File: config.mk
export PLATFORM = sky130hd
export DESIGN_NAME = ir_tx_modulator
export DESIGN_NICKNAME = d
export VERILOG_FILES = /design/src/rtl/ir_tx_pkg.sv /design/src/rtl/ir_tx_prescaler.sv /design/src/rtl/ir_tx_seg_timer.sv /design/src/rtl/ir_tx_modulator.sv
export SDC_FILE = /design/constraint.sdc
export NUM_CORES = 1
export LEC_CHECK = 0
export BUFFER_PORTS_ARGS = -buffer_cell sky130_fd_sc_hd__buf_2
export CAP_MARGIN = 5
export CORE_ASPECT_RATIO = 0.7
export CORE_MARGIN = 2
export CORE_UTILIZATION = 35
export DETAILED_ROUTE_END_ITERATION = 7
export GPL_ROUTABILITY_DRIVEN = 0
export SYNTH_ARGS = -nofsm -noshare
export SYNTH_HDL_FRONTEND = slang
export SYNTH_SLANG_ARGS = --single-unit
File: constraint.sdc
create_clock -name clk -period 2.2 [get_ports clk]
set_clock_uncertainty 0.2 [all_clocks]
set_input_delay 0.44 -clock clk [delete_from_list [all_inputs] [get_ports clk]]
set_output_delay 0.44 -clock clk [all_outputs]
set_load 0.005 [all_outputs]
File: src/rtl/ir_tx_pkg.sv
package ir_tx_pkg;
    localparam int LEN_BITS = 8;
    localparam int SEL_BITS = 4;

    typedef enum logic {
        MODE_TX = 1'b0,
        MODE_RX = 1'b1
    } ir_mode_e;
endpackage

File: src/rtl/ir_tx_prescaler.sv
module ir_tx_prescaler
    import ir_tx_pkg::*;
#(
    parameter int SEL_W = SEL_BITS
) (
    input  logic             clk,
    input  logic             rst_n,
    input  logic             run,
    input  logic [SEL_W-1:0] sel,
    output logic             tick
);
    // Largest usable shift: all codes except the all-ones code.
    localparam int CNT_W = (1 << SEL_W) - 2;
    localparam logic [SEL_W-1:0] SEL_RSVD = '1;

    typedef struct packed {
        logic [CNT_W-1:0] cnt;
    } pre_s;

    pre_s             pre_d, pre_q;
    logic [CNT_W-1:0] mask;

    always_comb begin
        mask      = ~({CNT_W{1'b1}} << sel);
        tick      = run && (sel != SEL_RSVD) && ((pre_q.cnt & mask) == mask);
        pre_d.cnt = run ? pre_q.cnt + 1'b1 : '0;
    end

    always_ff @(posedge clk or negedge rst_n) begin
        if (!rst_n) pre_q <= '0;
        else        pre_q <= pre_d;
    end
endmodule

File: src/rtl/ir_tx_seg_timer.sv
module ir_tx_seg_timer
    import ir_tx_pkg::*;
#(
    parameter int LEN_W = LEN_BITS
) (
    input  logic             clk,
    input  logic             rst_n,
    input  logic             start,
    input  logic             tick,
    input  logic             nxt_bit,
    input  logic [LEN_W-1:0] nxt_len,
    output logic             cur_bit,
    output logic             underflow
);
    typedef struct packed {
        logic             bit_v;
        logic [LEN_W-1:0] cnt;
    } seg_s;

    seg_s seg_d, seg_q;

    always_comb begin
        seg_d     = seg_q;
        underflow = tick && (seg_q.cnt == '0);
        if (start || underflow) begin
            seg_d.bit_v = nxt_bit;
            seg_d.cnt   = nxt_len;
        end else if (tick) begin
            seg_d.cnt = seg_q.cnt - 1'b1;
        end
        cur_bit = seg_q.bit_v;
    end

    always_ff @(posedge clk or negedge rst_n) begin
        if (!rst_n) seg_q <= '0;
        else        seg_q <= seg_d;
    end
endmodule

File: src/rtl/ir_tx_modulator.sv
module ir_tx_modulator
    import ir_tx_pkg::*;
#(
    parameter int LEN_W = LEN_BITS,
    parameter int SEL_W = SEL_BITS
) (
    input  logic             clk,
    input  logic             rst_n,
    input  logic             en_we,
    input  logic             en_val,
    input  logic             cfg_we,
    input  logic             cfg_mode,
    input  logic [SEL_W-1:0] cfg_div,
    input  logic             cfg_irq_en,
    input  logic             seg_we,
    input  logic             seg_bit,
    input  logic [LEN_W-1:0] seg_len,
    input  logic             irq_clr,
    input  logic             carrier_in,
    output logic             ir_out,
    output logic             irq
);
    typedef struct packed {
        logic             en;
        ir_mode_e         mode;
        logic [SEL_W-1:0] div_sel;
        logic             irq_en;
        logic             nxt_bit;
        logic [LEN_W-1:0] nxt_len;
        logic             irq;
    } top_s;

    top_s             st_d, st_q;
    logic             en_q, rx_q, irq_en_q, tx_on, start;
    logic [SEL_W-1:0] div_q;
    logic             tick, cur_bit, underflow;

    assign en_q     = st_q.en;
    assign rx_q     = (st_q.mode == MODE_RX);
    assign div_q    = st_q.div_sel;
    assign irq_en_q = st_q.irq_en;
    assign tx_on    = en_q && !rx_q;

    always_comb begin
        st_d  = st_q;
        start = en_we && en_val && !en_q;
        if (en_we) st_d.en = en_val;
        if (cfg_we && !en_q) begin
            st_d.mode    = ir_mode_e'(cfg_mode);
            st_d.div_sel = cfg_div;
            st_d.irq_en  = cfg_irq_en;
        end
        if (seg_we) begin
            st_d.nxt_bit = seg_bit;
            st_d.nxt_len = seg_len;
        end
        if (irq_clr) st_d.irq = 1'b0;
        if (underflow && irq_en_q) st_d.irq = 1'b1;
    end

    always_ff @(posedge clk or negedge rst_n) begin
        if (!rst_n) st_q <= '0;
        else        st_q <= st_d;
    end

    ir_tx_prescaler #(.SEL_W(SEL_W)) u_pre (
        .clk  (clk),
        .rst_n(rst_n),
        .run  (tx_on),
        .sel  (div_q),
        .tick (tick)
    );

    ir_tx_seg_timer #(.LEN_W(LEN_W)) u_seg (
        .clk      (clk),
        .rst_n    (rst_n),
        .start    (start),
        .tick     (tick),
        .nxt_bit  (st_q.nxt_bit),
        .nxt_len  (st_q.nxt_len),
        .cur_bit  (cur_bit),
        .underflow(underflow)
    );

    assign ir_out = tx_on && cur_bit && carrier_in;
    assign irq    = st_q.irq;
endmodule

After elaboration in Yosys (flattened, before gate mapping)
Cells that the tools add are included.
Widths: inputs -> output; s select.
{ "totals": {"ff_bits": 40, "latchBits": 0, "ramBits": 0, "rom_bits": 0, "elab_cells": 38, "n_memories": 0} }
{ "op_classes": {"add_sub_neg": 2, "n_mul": 0, "n_div": 0, "magnitude_cmp": 0, "eq_ne": 2, "n_shift": 1, "mux": 5, "bitwise": 2, "reduce_logical": 16} }
{ "ops": {"columns": ["cell", "n"], "rows": [
  ["$mux 8", 2],
  ["$add 14x1->14 const B", 1],
  ["$and 14x14->14", 1],
  ["$eq 14x14->1", 1],
  ["$mux 14", 1],
  ["$not 14->14", 1],
  ["$shl 14x4->14 const A", 1],
  ["$logic_and 1x1->1", 10],
  ["$logic_not 8->1", 1],
  ["$sub 8x1->8 const B", 1],
  ["$ne 4x4->1 const B", 1],
  ["$reduce_bool 2->1", 2],
  ["$logic_not 1->1", 2],
  ["$mux 1", 2],
  ["$logic_or 1x1->1", 1]
]} }

Longest topological paths before layout
Gate-level depths: netlist (run 1).
{ "depth": {"depth_word": 8, "ltp_mapped": 8} }

Hierarchy
Synthesis (run 1) repeated with hierarchy kept, for this count alone.
{ "unflattened": {"hier_cells": 192, "hier_area_um2": 2062.0} }
{ "modules_own_cells": {"columns": ["module", "instances", "cells_per_inst", "area_each_um2"], "rows": [
  ["ir_tx_prescaler", 1, 93, 863.3],
  ["ir_tx_modulator", 1, 44, 680.7],
  ["ir_tx_seg_timer", 1, 55, 518.0]
]} }

Least setup slack after synthesis (run 1)
Ideal clock, no wire load.
{ "synth_path": {"path_type": "register -> register", "from": "register st_q, in the netlist div_q[1]", "to": "register u_seg.seg_q[1] (netlist bit)", "setup_time_ps": 130, "arrival_ps": 2107, "required_ps": 1870, "slack_ps": -237, "stages_incl_launch_ff": 9, "path_buffers": 2, "path_cell_list": "dfrtp_1 -> buf_6 -> and3b_1 -> o221a_1 -> or4_4 -> nor3_4 -> buf_6 -> mux2i_1 -> a2bb2oi_2"} }
{ "synth_between": {"elab_chain_cells": 8, "elab_cells_between_ends": 11, "classes_between": "2 x eq/ne; 1 x shift; 1 x mux; 2 x bitwise; 5 x reduce/logical"} }
{ "synth_lines": {"columns": ["item", "line", "source"], "rows": [
  ["from (decl)", "ir_tx_modulator.sv:33", "top_s st_d, st_q;"],
  ["from (signal assigned)", "ir_tx_modulator.sv:63", "else st_q <= st_d;"],
  ["$shl 14x4->14", "ir_tx_prescaler.sv:24", "mask = ~({CNT_W{1'b1}} << sel);"],
  ["$not 14->14", "ir_tx_prescaler.sv:24", null],
  ["$and 14x14->14", "ir_tx_prescaler.sv:25", "tick = run && (sel != SEL_RSVD) && ((pre_q.cnt & mask) == mask);"],
  ["$eq 14x14->1", "ir_tx_prescaler.sv:25", null],
  ["$logic_and 1x1->1 (*)", "ir_tx_prescaler.sv:25", null],
  ["$logic_and 1x1->1", "ir_tx_seg_timer.sv:24", "underflow = tick && (seg_q.cnt == '0);"],
  ["$logic_or 1x1->1", "ir_tx_seg_timer.sv:25", "if (start || underflow) begin"],
  ["$mux 8 or $reduce_bool 2->1 (tied branches)", null, null],
  ["to (signal assigned)", "ir_tx_seg_timer.sv:36", "else seg_q <= seg_d;"],
  ["to (decl)", "ir_tx_seg_timer.sv:20", "seg_s seg_d, seg_q;"]
]} }
Every way passes the cells marked *; elsewhere a longest branch is shown, timed or not.
A chain may end at the register's enable or synchronous reset.

Final worst setup path (run 1)
{ "layout_path": {"from": "register st_q, in the netlist div_q[1]", "to": "register u_seg.seg_q[6] (netlist bit)"} }
The elaborated chain is that of the path after synthesis.

==> reports/metrics.yaml, run 1 <==
r2r_cells: 8
ys_types: 55
share_comb_of_total_power_pct: 20.7
async_reset_ff_share_pct: 100
p_sw_share_pct: 27.3
seqPwrFrac_pct: 46.9
synth_commonest_cells: "dfrtp_1, nor2_1, mux2_2, nand2_1, nand3_1"
die_w_um: 96.1
start_util_pct: 36.3
layout.nets: 287
power.leakage_nw: 1.23
outcome: "finished with violations"
hold_end: "irq$_DFFE_PN0P_"
rsz0062_at_grt: "yes"
cts.sinks: 40
numCtsBuffers: 5
setup_viol: 10
slew_headroom_pct: 62.0
r2r-start: "div_q[1]$_DFFE_PN0P_"
worst_setup_path_end_kind: "register"
cts_tree: "built"
fin_area_sq_um: 2680
synth.area.top_cells: "dfrtp_1, mux2_2, nor2_1"
critical_path_class: "register to register"
r2r_end: "u_seg.seg_q[6]$_DFFE_PN0P_"
drive_above_1_share_pct: 37.3
arrival_ns: 2.40
synth_edf_count: 0
worstSetupStartpointType: "register"
cts_max_level: 2
grt_pass1_vias: 1619
cts_root_buf: "clkbuf_8"
crit_fanout: 5
synth_ff_type: "dfrtp_1"
ios: 25
hp-start: "irq_clr"
syn_area_per_cell_sq_um: 10.4
rows: 23
ant_nets: 0
fmax_ghz: 0.415
synth_seq_area_share_pct: 48.2
syn-num-nets: 225
area_growth_pct: 29.0
core-area_sq_um: 5730
clkPwrFrac_pct: 32.4
worst_slack_ns: -0.210
port_buffers: 24
grt_use_total_pct: 16.2
drtIter0Drc: 98
reg2reg_slack_ns: -0.21
yosysTopAreaCell: "dfrtp_1"
violations: "negative setup slack"
ys_seq_elements: 40
grt_pass1_wl_um: 7970
p_switching_mw: 0.509
drt-total-wl_um: 4800
hold_path_depth: 2
tightestPinTransition_ns: 0.571
synth_area_sq_um: 2080
drc: 0
grt_max_degree: 29
powerDensity_nw_per_um2: 696
yosysMostFrequentCell: "dfrtp_1"
dpl_cell_area_sq_um: 2520
antenna_found_initial: 0
die-height_um: 68.5
synth_cells: 200
period_share_pct: 110
post_drt_via_cell_ratio: 5.02
first_pass_iters: 4
wl_per_cell_um: 14.2
ys_warn_count: 0
fin_setup_tns_ns: -1.48
globalRouteOverflowTotal: 0
dp_hpwl_um: 3590
final_max_slew_viol_count: 0
clk_pin_slew_ns: 0.08
clk_path_buf_depth: 2
vias: 1698
power.internal_mw: 1.36
ir_drop_mv: 0.366
die_area_sq_um: 6580
crit_required_ns: 2.19
synth_top_area_share_pct: 48.2
hold_viol: 0
min-delay-path-class: "input pin to register"
insertion_delay_ns: 0.30
period_minus_slack_ns: 2.41
antenna_cells: 0
max-cap-violations: 0
[cell families after synthesis]
logic type                 Yosys count  share of synthesized area, %
and+or+nand+nor                     82                          21.1
adders and majority gates            2                          1.20
AOI/OAI and AO/OA                   35                          12.9
xor gates and xnor gates            12                          5.06
buffers and inverters               14                          3.25
DFF                                 40                          48.2
muxes                               15                          8.25
[critical path: stages (launching register included)]
cell	delay, ns
dfrtp_1	0.43
and3b_1	0.20
o221a_1	0.24
or4_4	0.51
nor3_4	0.25
buf_4	0.16
buf_6	0.11
and3_1	0.16
nor3_2	0.04
[final cells by class]
cell class | instances | area, sq um
repair buffers | 62 | 428
clock buffers | 6 | 72.6
fillers | 546 | 3050
inverters | 7 | 26.3
clock inverters | 2 | 35.0
multi-input cells | 146 | 1020
flip-flops and latches | 40 | 1000
well taps | 75 | 93.8
[metal layers]
metal | routed length [um] | global-route usage [%]
met1 | 2610 | 25.3
met2 | 1850 | 21.4
met3 | 288 | 3.85
met4 | 50 | 5.36
met5 | 0 | 0
[cell usage in the layout, fill, tap and decap left out, drive strengths merged, types with 7 or more instances in the layout]
cell | Yosys | routed
nand2 | 12 | 12
nor3 | 8 | 8
nor2 | 24 | 24
o21ai | 8 | 8
xor2 | 7 | 7
inv | 7 | 7
mux2 | 14 | 14
buf | 2 | 61
nand3 | 11 | 11
dfrtp | 40 | 40
[state kept, by name, summed over array words and instances, names as in the netlist]
signal and cells:
u_seg.cur_bit 1, rx_q 1, irq 1, st_q 9, div_q 4, u_seg.seg_q 8
en_q 1, irq_en_q 1, u_pre.pre_q 14
[how the worst max path moves through the flow]
stage                         start                         end  slack [ns]  cells after the start
2_1_floorplan  div_q[1]$_DFFE_PN0P_   u_seg.cur_bit$_DFFE_PN0P_       -0.18                      7
3_3_place_gp   div_q[1]$_DFFE_PN0P_  u_seg.seg_q[1]$_DFFE_PN0P_       -0.13                      8
3_5_place_dp   div_q[1]$_DFFE_PN0P_  u_seg.seg_q[1]$_DFFE_PN0P_       -0.19                      7
4_1_cts        div_q[1]$_DFFE_PN0P_  u_seg.seg_q[1]$_DFFE_PN0P_       -0.19                      7
5_1_grt        div_q[1]$_DFFE_PN0P_  u_seg.seg_q[6]$_DFFE_PN0P_       -0.30                      8
6_report       div_q[1]$_DFFE_PN0P_  u_seg.seg_q[6]$_DFFE_PN0P_       -0.21                      8
[per-stage QoR]
stage	hold slack (ns)	total power [mW]	util (%)	setup slack [ns]	cells
after floorplan	-0.0556	1.09	-	-0.178	200
after global placement	0.156	1.25	44.0	-0.130	326
after detailed placement	0.160	1.26	44.0	-0.189	326
after CTS	0.114	1.88	46.5	-0.194	337
after global routing	0.109	1.98	46.8	-0.296	338
final	0.113	1.87	46.8	-0.210	338
[power groups by stage]
stage,clock (mW),combinational [mW],sequential (mW)
floorplan,0,0.214,0.876
global placement,0,0.371,0.884
detailed placement,0,0.373,0.887
CTS,0.619,0.388,0.874
global route,0.659,0.428,0.889
finish,0.604,0.386,0.876
[what timing repair did]
action,CTS,global route
hold buffers,1,0
gates cloned,0,0
gates resized for setup,2,2
setup endpoints to repair,10,10
setup buffers,2,1
pin swaps,1,1
endpoints found under the hold margin,12,0
No activity file was read; power rests on OpenSTA's default activity.
==> run 2, diff against run 1 <==
- ABC_AREA: not set -> 1
- REMOVE_ABC_BUFFERS: not set -> 1
==> run 2 against run 1 <==
- the run ends with negative hold slack left
- critical path depth is 1 higher
- cell area shrank 7.7%
- sequential share of layout area up 3.1 points
- non-clock buffer count is 34 lower
- register-to-register slack better by 0.41 ns
- critical path type unchanged
- critical endpoint is now u_seg.cur_bit$_DFFE_PN0P_
==> reports/metrics.yaml, run 2 <==
post_drt_via_cell_ratio: 4.54  # -9.7%
final_max_slew_viol_count: 0  # unchanged
numCtsBuffers: 5  # unchanged
ant_nets: 0  # unchanged
die-height_um: 69.2  # +1.1%
arrival_ns: 2.04  # -0.36 ns
async_reset_ff_share_pct: 100  # unchanged
synth_commonest_cells: "nand2_1, dfrtp_1, inv_1, nand3_1, nor2_1"
ys_types: 30  # -45%
yosysMostFrequentCell: "nand2_1"
die_w_um: 97.2  # +1.1%
fin_setup_tns_ns: 0  # +1.48 ns
final_common_cell: "nand2_1"
clk_path_buf_depth: 2  # unchanged
ctsResizeCount: 0  # -2
p_sw_share_pct: 33.1  # +5.8 points
wl_per_cell_um: 11.5  # -19%
rsz0062_at_grt: "no"
antenna_cells: 0  # unchanged
synth.area.top_cells: "dfrtp_1, nand2_1, inv_1"
start_util_pct: 36.8  # +0.50 points
largest_reg_flops: 14  # unchanged
cts_tree: "built"
fmax_ghz: 0.500  # +21%
drc: 0  # unchanged
place_ws_ns: 0.222  # +0.411 ns
post_cts_buffers: 0  # -2
grt_max_degree: 41  # +41%
max-cap-violations: 0  # unchanged
globalRouteOverflowTotal: 0  # unchanged
synth_area_sq_um: 2130  # +2.4%
grt_pass1_vias: 1606  # -0.80%
tightestPinTransition_ns: 0.485  # -0.0854 ns
dp_hpwl_um: 3240  # -9.7%
seqPwrFrac_pct: 45.2  # -1.7 points
nFillCells: 598  # +9.5%
cts_root_buf: "clkbuf_8"
violations: "negative hold slack"
ios: 25  # unchanged
area_growth_pct: 16.2
insertion_delay_ns: 0.30  # about the same
syn_area_per_cell_sq_um: 7.82  # -25%
fin_hold_ws_ns: -0.0173  # -0.131 ns
worstSetupStartpointType: "register"
grt_pass1_wl_um: 7690  # -3.6%
clkPwrFrac_pct: 29.5  # -2.9 points
worst_slack_ns: 0.200  # +0.410 ns
cts_max_level: 2  # unchanged
ys_warn_count: 0  # unchanged
power.internal_mw: 1.41  # +3.9%
regArea_sq_um: 1000  # unchanged
top_register: "u_pre.pre_q"
synth_edf_count: 0  # unchanged
ir_drop_mv: 0.313  # -15%
grt_use_total_pct: 14.2  # -2.0 points
crit_fanout: 10  # +5
min-delay-path-class: "input pin to async pin"
synth_seq_area_share_pct: 47.1  # -1.1 points
die_area_sq_um: 6730  # +2.3%
post-route-util_pct: 42.7  # -4.1 points
crit_required_ns: 2.24  # +0.05 ns
port_buffers: 24  # unchanged
power_mw: 2.11  # +13%
clk_pin_slew_ns: 0.09  # about the same
critical_path_class: "register to register"
slew_headroom_pct: 67.6  # +5.7 points
layout.nets: 328  # +14%
top_regs: "u_pre.pre_q x14, st_q x9, u_seg.seg_q x8"
dpl_cell_area_sq_um: 2350  # -6.9%
synth_top_area_share_pct: 47.1  # -1.1 points
vias: 1720  # +1.3%
period_share_pct: 90.9  # -19 points
share_comb_of_total_power_pct: 25.3  # +4.6 points
ys_seq_elements: 40  # unchanged
p_switching_mw: 0.699  # +37%
yosysTopAreaCell: "dfrtp_1"
multi_input_area_sq_um: 953  # -6.8%
drt-total-wl_um: 4360  # -9.1%
first_pass_iters: 4  # unchanged
outcome: "finished with violations"
fin_area_sq_um: 2470  # -7.7%
layout_common_cells: "nand2_1, dfrtp_1, inv_1"
worst_setup_path_end_kind: "register"
setup_viol: 0  # -10
cts.sinks: 40  # unchanged
synth_cells: 272  # +36%
antenna_found_initial: 0  # unchanged
postCtsHoldBufs: 0  # -1
period_minus_slack_ns: 2.00  # -0.410 ns
drive_above_1_share_pct: 17.4  # -20 points
rows: 23  # unchanged
synth_ff_type: "dfrtp_1"
power.leakage_nw: 1.23  # -0.16%
powerDensity_nw_per_um2: 853  # +23%
drtIter0Drc: 122  # +24%
core-area_sq_um: 5780  # +1.0%
hold_viol: 40  # +40
-- run 2: cell count changes after synthesis, moves of 4 or more --
cell / delta
a21oi_1: +8
and3_1: -5
inv_1: +31
mux2_2: -13
nand2_1: +57
nand3_1: +17
nor3_1: +4
o21ai_0: +6
xor2_1: -4
-- run 2: critical path, cell delays in order (launching register included) --
cell and delay [ns]:
dfrtp_1 0.40, inv_1 0.09, ha_1 0.21, nand4_1 0.18, nor3_4 0.19, nand4_4 0.21
nand2_4 0.18, buf_4 0.14, nor2_1 0.04, a21oi_2 0.09
-- run 2: power groups by stage --
| stage | registers, mW | clock network [mW] | logic [mW] |
|---|---|---|---|
| 3_3_place_gp | 0.967 | 0 | 0.534 |
| 6_report | 0.954 | 0.622 | 0.533 |
| 5_1_grt | 0.969 | 0.676 | 0.631 |
| 2_1_floorplan | 0.941 | 0 | 0.411 |
| 4_1_cts | 0.952 | 0.638 | 0.536 |
| 3_5_place_dp | 0.965 | 0 | 0.531 |
-- run 2: kinds of logic after synthesis --
kind of cell / Yosys count / synth area share [%]
AO/OA/AOI/OAI: 32 / 8.65
XOR/XNOR: 7 / 2.88
adder cells (fa/ha/maj): 2 / 1.18
buffers and inverters: 46 / 8.12
flip-flops: 40 / 47.1
AND/OR/NAND/NOR: 145 / 32.1
-- run 2: final cells by class --
type	count	area share, %
Tap cell	75	3.80
Multi-Input combinational cell	186	38.6
Sequential cell	40	40.5
Clock buffer	5	2.78
Timing Repair Buffer	28	6.07
Clock inverter	3	1.92
Inverter	42	6.38
-- run 2: path summary, 6_finish.rpt --
| check | startpoint | end | slack [ns] | cells past startpoint |
|---|---|---|---|---|
| setup / recovery | u_seg.seg_q[0]$_DFFE_PN0P_ | u_seg.cur_bit$_DFFE_PN0P_ | 0.20 | 9 |
| hold / removal | rst_n | st_q[9]$_DFFE_PN0P_ | -0.02 | 2 |
| setup reg to reg | u_seg.seg_q[0]$_DFFE_PN0P_ | u_seg.cur_bit$_DFFE_PN0P_ | 0.20 | 9 |
| hold reg to reg | u_pre.pre_q[12]$_DFF_PN0_ | u_pre.pre_q[12]$_DFF_PN0_ | 0.30 | 1 |
| max in group asynchronous | rst_n | u_seg.seg_q[3]$_DFFE_PN0P_ | 1.48 | 2 |
| min in group clk | irq_clr | irq$_DFFE_PN0P_ | 0.13 | 2 |
-- run 2: routing by layer --
layer | vias up | share of wire [%] | GRT usage, %
met5 | - | 0 | 0
met4 | 0 | 1.1 | 4.85
met3 | 5 | 5.7 | 3.63
met2 | 42 | 36 | 17.3
met1 | 750 | 58 | 23.3
li1 | 923 | - | -
-- run 2: through the flow --
step / std cells / hold WS (ns)
after floorplan: 268 / -0.0556
after global placement: 370 / 0.285
after detailed placement: 370 / 0.287
after CTS: 378 / 0.000142
after global routing: 379 / 0.0357
final: 379 / -0.0173
==> run 3, diff against run 2 <==
- SYNTH_HIERARCHICAL: not set -> 1
==> run 3 against run 2 <==
- the run now ends clean
- fmax shrank 2.7%
- combinational power decreased by 25%
- routed wire length grew 12%
- clock power down 3.7%
- synthesized cell count increased by 9.6%
- area after synthesis is 5.5% higher
- first-iteration DRC count fell by 24%
- clock-buffer cell count unchanged
- sequential power down 5.7%
- global-route usage grew 0.87 points
- total power decreased by 9.8%
==> reports/metrics.yaml, run 3 <==
worstSetupStartpointType: "register"
grt_pass1_wl_um: 8470  # +10%
fmax_ghz: 0.487  # -2.7%
first_pass_iters: 4  # unchanged
critPathTopFamily: "simple AND/OR/NAND/NOR gates"
wl_met2_um: 1920  # +24%
top_register: "u_pre/pre_q"
clk_pin_slew_ns: 0.08  # about the same
regArea_sq_um: 1000  # +0.37%
core-area_sq_um: 6220  # +7.5%
layout.nets: 358  # +9.1%
ys_seq_elements: 40  # unchanged
power.leakage_nw: 1.28  # +4.3%
numCtsBuffers: 5  # unchanged
rsz0062_at_grt: "no"
critPathSlowestCell: "dfrtp_2"
synth_ff_type: "dfrtp_1"
synth_edf_count: 0  # unchanged
routed-wl-met3_um: 238  # -3.6%
grt_use_total_pct: 15.1  # +0.87 points
crit_fanout: 8  # -2
insertion_delay_ns: 0.29  # about the same
critical_path_class: "register to register"
synth_top_area_share_pct: 44.6  # -2.4 points
setup_viol: 0  # unchanged
hold_viol: 0  # -100%
drt-total-wl_um: 4900  # +12%
top_regs: "u_pre/pre_q x14, st_q x9, u_seg/seg_q x8"
slew_headroom_pct: 65.6  # -2.1 points
tightestPinTransition_ns: 0.516  # +0.0311 ns
crit_required_ns: 2.23  # about the same
ios: 25  # unchanged
outcome: "finished, final reports clean"
period_share_pct: 93.4  # +2.5 points
fin_hold_ws_ns: 0.00248  # +0.0198 ns
synth_cells: 298  # +9.6%
cts_max_level: 2  # unchanged
ys_warn_count: 6  # +6
grt_pass1_vias: 1793  # +12%
ant_nets: 0  # unchanged
largest_reg_flops: 14  # unchanged
synth_area_sq_um: 2240  # +5.5%
start_util_pct: 36.1  # -0.68 points
globalRouteOverflowTotal: 0  # unchanged
multi_input_area_sq_um: 1060  # +11%
yosysMostFrequentCell: "nand2_1"
async_reset_ff_share_pct: 100  # unchanged
ys_types: 27  # -10%
arrival_ns: 2.09  # +0.05 ns
die_w_um: 99.7  # +2.6%
cts.sinks: 40  # unchanged
worst_slack_ns: 0.145  # -0.0546 ns
yosysTopAreaCell: "dfrtp_1"
final_common_cell: "nand2_1"
vias: 1892  # +10%
cts_tree: "built"
worst-path-buf-inv: 2  # unchanged
postCtsHoldBufs: 0  # unchanged
synth.area.top_cells: "dfrtp_1, nand2_1, inv_1"
nFillCells: 654  # +9.4%
post_drt_via_cell_ratio: 4.59  # +1.2%
final_max_slew_viol_count: 0  # unchanged
layout_common_cells: "nand2_1, inv_1, dfrtp_1"
max-cap-violations: 0  # unchanged
synth_seq_area_share_pct: 44.6  # -2.4 points
powerDensity_nw_per_um2: 728  # -15%
path_common_cell: "nand2_1"
place_ws_ns: 0.0587  # -0.163 ns
syn_area_per_cell_sq_um: 7.53  # -3.7%
drtIter0Drc: 93  # -24%
rows: 24  # +4.3%
wl_met1_um: 2680  # +6.4%
die_area_sq_um: 7080  # +5.2%
grt_max_degree: 41  # unchanged
antenna_cells: 0  # unchanged
synth_commonest_cells: "nand2_1, dfrtp_1, inv_1, nand3_1, nor2_1"
antenna_found_initial: 0  # unchanged
critPathMaxStageDelay_ns: 0.44  # +0.04 ns
drive_above_1_share_pct: 20.7  # +3.2 points
period_minus_slack_ns: 2.05  # +0.0546 ns
ir_drop_mv: 0.244  # -22%
path_cells: "nand2_1, nand2_1, o21ai_0, nand2_1, inv_1, nand2_1, nor2_4, nand3_4, o21bai_4, buf_4, nand2_1, nand3_1"
cts_root_buf: "clkbuf_8"
min-delay-path-class: "input pin to async pin"
wl_per_cell_um: 11.9  # +3.4%
area_growth_pct: 16.5
dp_hpwl_um: 3630  # +12%
port_buffers: 24  # unchanged
clk_path_buf_depth: 2  # unchanged
die-height_um: 71.0  # +2.5%
drc: 0  # unchanged
worst_setup_path_end_kind: "register"
top_layer: "met4"
run 3: cell count changes in the layout (fill, tap and decap cells not counted), sizes merged, moves of 3 or more:
cell,previous run,this run
nand2,73,98
buf,28,32
a21oi,13,9
o21a,3,0
nor3,11,8
o21ai,12,23
nor2,27,31
run 3: repair_timing:
action,4_1_cts,5_1_grt
setup endpoints to repair,0,9
setup buffers,0,2
gates resized for setup,0,6
run 3: worst register-to-register path: stages (launching register included):
cell and delay (ns):
dfrtp_2 0.44, nand2_1 0.12, nand2_1 0.08, o21ai_0 0.17, nand2_1 0.07, inv_1 0.05
nand2_1 0.08, nor2_4 0.17, nand3_4 0.12, o21bai_4 0.24, buf_4 0.16, nand2_1 0.04
nand3_1 0.07
run 3: where the power goes:
part	internal, mW	switching [mW]	leakage (nW)
Clock	0.336	0.263	0.0541
Combinational	0.158	0.244	0.715
Sequential	0.817	0.0833	0.513
Total	1.31	0.591	1.28
run 3: routing by layer:
metal  track usage [%]  up-vias
met5                 0        -
met1              23.4      833
li1                  -     1007
met2              20.6       47
met3              3.16        5
met4              5.02        0
run 3: area by class of cell:
type	instances	area share, %
multi-input combinational	211	40.5
clock buffer	5	2.63
clock inverter	3	1.63
sequential	40	38.5
inverter	43	6.18
tap	78	3.74
timing repair buffer	32	6.90
run 3: kinds of logic (layout without fill, tap and decap cells):
group	count (synthesis)	count (layout)	synth area share [%]
AND/OR/NAND/NOR	170	170	35.0
buffers and inverters	47	83	8.92
flip-flops	40	40	44.6
AO/OA/AOI/OAI	35	35	8.81
XOR/XNOR	4	4	1.56
adder cells (fa/ha/maj)	2	2	1.12
run 3: stage by stage:
stage / setup TNS [ns] / utilization (%) / power [mW] / cells / instance area, sq um
3_3_place_gp: 0 / 39.7 / 1.29 / 402 / 2470
2_1_floorplan: -1.06 / - / 1.18 / 294 / 2200
6_report: 0 / 42.0 / 1.90 / 412 / 2610
3_5_place_dp: 0 / 39.7 / 1.30 / 402 / 2470
5_1_grt: 0 / 42.0 / 2.04 / 412 / 2610
4_1_cts: 0 / 41.5 / 1.92 / 410 / 2580
run 3: worst paths after layout:
path                                      startpoint  depth (start not counted)  slack, ns                          to
worst max-delay path            div_q[2]$_DFFE_PN0P_                         12       0.15  u_seg/seg_q[3]$_DFFE_PN0P_
worst min-delay path                           rst_n                          2      0.002    u_pre/pre_q[5]$_DFF_PN0_
worst max register to register  div_q[2]$_DFFE_PN0P_                         12       0.15  u_seg/seg_q[3]$_DFFE_PN0P_
worst min register to register   st_q[1]$_DFFE_PN0P_                          2       0.29  u_seg/seg_q[0]$_DFFE_PN0P_
max in group asynchronous                      rst_n                          2       1.42        div_q[3]$_DFFE_PN0P_
min in group clk                             irq_clr                          2       0.15             irq$_DFFE_PN0P_
